**src/rtl/sprite_pkg.sv**
```systemverilog
package sprite_pkg;

    typedef enum logic {
        MOVE_FWD = 1'b0,
        MOVE_REV = 1'b1
    } heading_t;

    typedef struct packed {
        logic [2:0] r;
        logic [2:0] g;
        logic [1:0] b;
    } rgb332_t;

    localparam rgb332_t RGB_BLACK = '{r: 3'b000, g: 3'b000, b: 2'b00};
    localparam rgb332_t RGB_BALL  = '{r: 3'b111, g: 3'b000, b: 2'b00};

endpackage

```
**src/rtl/frame_pacer.sv**
```systemverilog
module frame_pacer #(
    parameter int CW      = 10,
    parameter int NW      = 8,
    parameter int H_TOTAL = 800,
    parameter int V_TOTAL = 525
) (
    input  logic          clk,
    input  logic          rst,
    input  logic [CW-1:0] px_x,
    input  logic [CW-1:0] px_y,
    input  logic [NW-1:0] period,
    output logic          step
);
    localparam logic [CW-1:0] H_END = CW'(H_TOTAL - 1);
    localparam logic [CW-1:0] V_END = CW'(V_TOTAL - 1);

    logic [NW-1:0] frame_cnt_q;
    logic [NW:0]   cnt_plus;
    logic          frame_end;
    logic          last_frame;

    // A frame closes on the final pixel of the final line only.
    assign frame_end  = (px_x == H_END) && (px_y == V_END);
    assign cnt_plus   = {1'b0, frame_cnt_q} + (NW+1)'(1);
    // N of 0 or 1 makes every frame end the last one of its group.
    assign last_frame = (cnt_plus >= {1'b0, period});
    assign step       = frame_end && last_frame;

    always_ff @(posedge clk) begin
        if (rst) begin
            frame_cnt_q <= '0;
        end else if (frame_end) begin
            if (last_frame) begin
                frame_cnt_q <= '0;
            end else begin
                frame_cnt_q <= cnt_plus[NW-1:0];
            end
        end
    end

endmodule

```
**src/rtl/axis_bounce.sv**
```systemverilog
module axis_bounce
    import sprite_pkg::*;
#(
    parameter int       CW        = 10,
    parameter int       EXTENT    = 640,
    parameter int       SIZE      = 16,
    parameter int       STEP      = 2,
    parameter int       START     = 100,
    parameter heading_t START_DIR = MOVE_FWD
) (
    input  logic          clk,
    input  logic          rst,
    input  logic          step,
    output logic [CW-1:0] pos,
    output heading_t      heading
);
    localparam logic [CW:0]   FAR_W  = (CW+1)'(EXTENT - SIZE);
    localparam logic [CW:0]   STEP_W = (CW+1)'(STEP);
    localparam logic [CW-1:0] HOME   = CW'(START);

    heading_t      state_q, state_d;
    logic [CW-1:0] pos_q, pos_d;
    logic [CW:0]   ahead;

    assign ahead = {1'b0, pos_q} + STEP_W;

    // Next state and next position.
    // Transitions: advance, bounce_far, retreat, bounce_near.
    always_comb begin
        state_d = state_q;
        pos_d   = pos_q;
        if (step) begin
            unique case (state_q)
                MOVE_FWD: begin
                    if (ahead >= FAR_W) begin
                        pos_d   = FAR_W[CW-1:0];      // bounce_far
                        state_d = MOVE_REV;
                    end else begin
                        pos_d   = ahead[CW-1:0];      // advance
                    end
                end
                MOVE_REV: begin
                    if ({1'b0, pos_q} <= STEP_W) begin
                        pos_d   = '0;                 // bounce_near
                        state_d = MOVE_FWD;
                    end else begin
                        pos_d   = pos_q - STEP_W[CW-1:0];  // retreat
                    end
                end
                default: begin
                    state_d = START_DIR;
                    pos_d   = HOME;
                end
            endcase
        end
    end

    // State register.
    always_ff @(posedge clk) begin
        if (rst) begin
            state_q <= START_DIR;
        end else begin
            state_q <= state_d;
        end
    end

    // Output (position) register.
    always_ff @(posedge clk) begin
        if (rst) begin
            pos_q <= HOME;
        end else begin
            pos_q <= pos_d;
        end
    end

    assign pos     = pos_q;
    assign heading = state_q;

endmodule

```
**src/rtl/sprite_shader.sv**
```systemverilog
module sprite_shader
    import sprite_pkg::*;
#(
    parameter int CW    = 10,
    parameter int SIZE  = 16,
    parameter int H_VIS = 640,
    parameter int V_VIS = 480
) (
    input  logic          clk,
    input  logic          rst,
    input  logic [CW-1:0] px_x,
    input  logic [CW-1:0] px_y,
    input  logic [CW-1:0] ball_x,
    input  logic [CW-1:0] ball_y,
    output rgb332_t       pix
);
    localparam logic [CW-1:0] H_LIM  = CW'(H_VIS);
    localparam logic [CW-1:0] V_LIM  = CW'(V_VIS);
    localparam logic [CW:0]   SIZE_W = (CW+1)'(SIZE);

    logic [CW:0] right_edge, bottom_edge;
    logic        on_screen, in_x, in_y;
    rgb332_t     pix_d;

    assign right_edge  = {1'b0, ball_x} + SIZE_W;
    assign bottom_edge = {1'b0, ball_y} + SIZE_W;
    assign on_screen   = (px_x < H_LIM) && (px_y < V_LIM);
    assign in_x        = (px_x >= ball_x) && ({1'b0, px_x} < right_edge);
    assign in_y        = (px_y >= ball_y) && ({1'b0, px_y} < bottom_edge);

    // Every pixel gets an explicit colour; blanking wins over the ball.
    always_comb begin
        if (!on_screen) begin
            pix_d = RGB_BLACK;
        end else if (in_x && in_y) begin
            pix_d = RGB_BALL;
        end else begin
            pix_d = RGB_BLACK;
        end
    end

    always_ff @(posedge clk) begin
        if (rst) begin
            pix <= RGB_BLACK;
        end else begin
            pix <= pix_d;
        end
    end

endmodule

```
**src/rtl/bounce_sprite.sv**
```systemverilog
module bounce_sprite
    import sprite_pkg::*;
#(
    parameter int CW      = 10,
    parameter int NW      = 8,
    parameter int H_VIS   = 640,
    parameter int V_VIS   = 480,
    parameter int H_TOTAL = 800,
    parameter int V_TOTAL = 525,
    parameter int SIZE    = 16,
    parameter int STEP    = 2,
    parameter int HOME_X  = 100,
    parameter int HOME_Y  = 100
) (
    input  logic          clk,
    input  logic          rst,
    input  logic [CW-1:0] px_x,
    input  logic [CW-1:0] px_y,
    input  logic [NW-1:0] frames_per_move,
    output logic [2:0]    red,
    output logic [2:0]    grn,
    output logic [1:0]    blu
);
    logic          move_step;
    logic [CW-1:0] ball_x, ball_y;
    heading_t      head_x, head_y;
    rgb332_t       pix;

    frame_pacer #(
        .CW(CW), .NW(NW), .H_TOTAL(H_TOTAL), .V_TOTAL(V_TOTAL)
    ) u_pacer (
        .clk(clk), .rst(rst), .px_x(px_x), .px_y(px_y),
        .period(frames_per_move), .step(move_step)
    );

    axis_bounce #(
        .CW(CW), .EXTENT(H_VIS), .SIZE(SIZE), .STEP(STEP),
        .START(HOME_X), .START_DIR(MOVE_FWD)
    ) u_axis_x (
        .clk(clk), .rst(rst), .step(move_step), .pos(ball_x), .heading(head_x)
    );

    axis_bounce #(
        .CW(CW), .EXTENT(V_VIS), .SIZE(SIZE), .STEP(STEP),
        .START(HOME_Y), .START_DIR(MOVE_FWD)
    ) u_axis_y (
        .clk(clk), .rst(rst), .step(move_step), .pos(ball_y), .heading(head_y)
    );

    sprite_shader #(
        .CW(CW), .SIZE(SIZE), .H_VIS(H_VIS), .V_VIS(V_VIS)
    ) u_shader (
        .clk(clk), .rst(rst), .px_x(px_x), .px_y(px_y),
        .ball_x(ball_x), .ball_y(ball_y), .pix(pix)
    );

    assign red = pix.r;
    assign grn = pix.g;
    assign blu = pix.b;

endmodule

```
**config.mk**
```make
export PLATFORM = sky130hd
export DESIGN_NAME = bounce_sprite
export DESIGN_NICKNAME = d
export VERILOG_FILES = /design/src/rtl/sprite_pkg.sv /design/src/rtl/frame_pacer.sv /design/src/rtl/axis_bounce.sv /design/src/rtl/sprite_shader.sv /design/src/rtl/bounce_sprite.sv
export SDC_FILE = /design/constraint.sdc
export NUM_CORES = 1
export LEC_CHECK = 0
export CORE_MARGIN = 2
export CORE_UTILIZATION = 55
export DETAILED_ROUTE_END_ITERATION = 7
export PLACE_DENSITY = 0.78
export SYNTH_ARGS = -nofsm -noshare
export SYNTH_HDL_FRONTEND = slang
export SYNTH_SLANG_ARGS = --single-unit
```
**constraint.sdc**
```tcl
create_clock -name clk -period 3 [get_ports clk]
set_clock_uncertainty 0.15 [all_clocks]
set_input_delay 0.6 -clock clk [delete_from_list [all_inputs] [get_ports clk]]
set_output_delay 0.6 -clock clk [all_outputs]
set_load 0.02 [all_outputs]
```
==> impl_results.md <==
- Ranking of synthesized cells by area: ha_1 (17%), dfxtp_1 (17%), xnor2_1 (5.0%), a21oi_1 (4.3%), nor2_1 (4.0%)
- Worst Path Class, Setup: flop to flop
- CP top delay family: compound AO/OA/AOI/OAI gates
- Pleak: 1.61 nW
- Largest net degree at the start of global routing: 22
- Routed WL: between 9000 and 10,000 µm
- Rows: 29
- Run status: complete, no violations
- CTS resizes: 1
- Synth top area share: 0.175
- Core ar.: about 6200 µm²
- Post-CTS Setup Repair Bufs: 0
- Crit-path cells: and3_4, nand3_1, nor2_1, xor2_1, ha_1, a21oi_4, a2111oi_4, o21ai_2, buf_4, a2111oi_2, a32o_1
- Worst path bufs/invs: 1
- Hold Vio Cnt, Final: 0
- Port Buf Inserts: 32
- Die area: 7030 µm²
- Power Density: about 210 nW/µm²
- GRT met3 Usage: 0.0317
- Slowest cell on crit path: a2111oi_4
- Clock Path Buffers: 2
- Syn avg cell area: 7.78 µm²
- Leading cell types in the layout, fill and taps excluded: ha_1 (49), nor2_1 (37), inv_1 (33)
- Commonest non-fill, non-tap cell in the layout: ha_1
- Initial DRC Count: around 180
- Share of cells above drive strength 1: 0.109
- Synthesis-to-finish area growth: 15.9%
- TritonCTS clock tree: built
- CP required: just over 3000 ps
- Non-filler instance count after layout: 572
- Routed via count: about 3,500
- Worst slew pin tran: 658 ps
- Arrival time at the worst endpoint: 2910 ps
- Worst setup SP type: flop
- WL/cell: 15.7 µm
- GRT met2 Usage: 0.460
- Post-route minimum period: about 2800 ps
- Primary FF master, synth: dfxtp_1
- MaxCap Viol Count: 0
- Crit Path Max Fanout: 11
- Die width: 83.9 µm
- TritonCTS Sinks: 29
- Endpoint type of the worst setup path: flop
- Crit path largest cell delay: 390 ps
- Gate Count Post-Synth: 451
- Fin crit share: 0.944
- Placer Congestion: 0.939
- Post-Syn Area: 3510 µm²
- Netlist cell types: 77
- Relative slew slack: 0.561
- Die height: roughly 84 µm
- Hold Path Class: flop to flop
- Vias in the first global route: 3,378
- Diodes inserted: 0
- Worst skew pair latency: 280 ps
- Final net count: 574
- Number of flops mapped to enable cells by yosys: 0
- Num ports: 38
- VDD IR max: 180 µV
- GR peak layer: met2
- CTS root buf: clkbuf_8
- Yosys warning count: 0
- Vias per cell: 6.19
- Post-CTS Hold Buffers: 0
- Clock slew at reported path FFs: about 60 ps
- Tot Pwr: around 0.85 mW
- # fillers: 540
- Sequential share of the synthesized area: 0.165
- FMAX: 353 MHz
- Detail Placement HPWL: slightly above 7000 µm
- First-pass GRT wire length: between 15,000 and 20,000 µm
- First-pass DRT Iterations: 4
- Total track usage: 0.257
- Final setup viols: 0
- Initial antenna violation count: 0
- Met1 Usage GRT: 0.322
- Starting density of the core: 0.562
- Max H-tree Level: 2
- Synth area leader: ha_1
- Final ANT Viol Nets: 0
- Yosys reg bits: 29
- RSZ-0062 raised after global routing: no
- Inst Count DP: 565
- Drt drc: 0
- Remaining Overflow, GRT: 0
- Total CTS buffers: 5
- Max-slew violation count: 0
- Async set or reset register ratio after synthesis: 0
where the power goes:
| group | switching (mW) | internal [mW] |
|---|---|---|
| sequential | 0.000116 | 0.385 |
| combinational | 0.0607 | 0.0725 |
| clock | 0.145 | 0.182 |
| total | 0.206 | 0.639 |
synthesized netlist by cell type, types with 4 or more instances:
cell type,instances
a21oi_1,30
inv_1,33
buf_2,7
o21ai_1,8
a311oi_1,4
xor2_1,8
buf_4,7
nand4_1,10
clkbuf_1,8
o21ai_0,21
dfxtp_1,29
a31oi_1,11
nor2_1,37
nor4_1,4
nand2_1,26
nand3_1,20
a21o_1,5
buf_6,5
nor3_1,10
and3_1,6
o22ai_1,4
xnor2_1,20
o21a_1,6
ha_1,49
final timing paths:
kind | start | endpoint | slack (ps) | cells after the start
max | u_pacer.frame_cnt_q[3]$_SDFFE_PP0P_ | u_axis_y.pos[1]$_SDFFE_PP0P_ | 170 | 11
min | u_pacer.frame_cnt_q[4]$_SDFFE_PP0P_ | u_pacer.frame_cnt_q[4]$_SDFFE_PP0P_ | 390 | 2
max reg2reg | u_pacer.frame_cnt_q[3]$_SDFFE_PP0P_ | u_axis_y.pos[1]$_SDFFE_PP0P_ | 170 | 11
min reg2reg | u_pacer.frame_cnt_q[4]$_SDFFE_PP0P_ | u_pacer.frame_cnt_q[4]$_SDFFE_PP0P_ | 390 | 2
registers in the layout, summed over array words and instances, names as in the netlist:
register	cells
u_axis_x.pos	9
u_axis_y.pos	9
u_pacer.frame_cnt_q	8
u_shader.pix	1
u_axis_x.heading	1
u_axis_y.heading	1
logic make-up (layout without fill, tap and decap cells):
kind of cell,count (synthesis),after routing,share of synthesized area
DFF,29,29,0.165
xor gates and xnor gates,28,28,0.0699
AOI/OAI and AO/OA,131,131,0.262
muxes,2,2,0.00571
buffers and inverters,66,106,0.0966
adders and majority gates,49,49,0.175
other,1,5,0.00107
and+or+nand+nor,145,145,0.224
stage by stage:
step	hold WS, ps	utilization	cell area, µm²	setup slack, ps	TNS [ps]
finish	389	0.652	4070	168	0
CTS	401	0.651	4060	59.1	0
global route	434	0.652	4070	25.9	0
floorplan	336	-	3520	399	0
detailed placement	387	0.637	3970	-87.6	-662
global placement	383	0.637	3970	-15.7	-111
cell type report:
| cell class | count | area, µm² | area share |
|---|---|---|---|
| Multi-Input combinational cell | 360 | 2610 | 0.642 |
| Sequential cell | 29 | 583 | 0.143 |
| Timing Repair Buffer | 64 | 561 | 0.138 |
| Inverter | 35 | 131 | 0.0323 |
| Tap cell | 77 | 96.3 | 0.0237 |
| Clock buffer | 7 | 86.3 | 0.0212 |
worst register-to-register path: cells and delay by family (launching register included):
family / cells / cell delay, ps
xor gates and xnor gates: 1 / 190
DFF: 1 / 380
adders and majority gates: 1 / 220
buffers and inverters: 1 / 200
and+or+nand+nor: 3 / 510
AOI/OAI and AO/OA: 5 / 1120
per-layer routing:
layer  up-vias  wire (µm)
li1       1744          -
met1      1678       3860
met2       100       4590
met3        19        387
met4         0        174
met5         -          0
No activity file was read; power rests on OpenSTA's default activity.
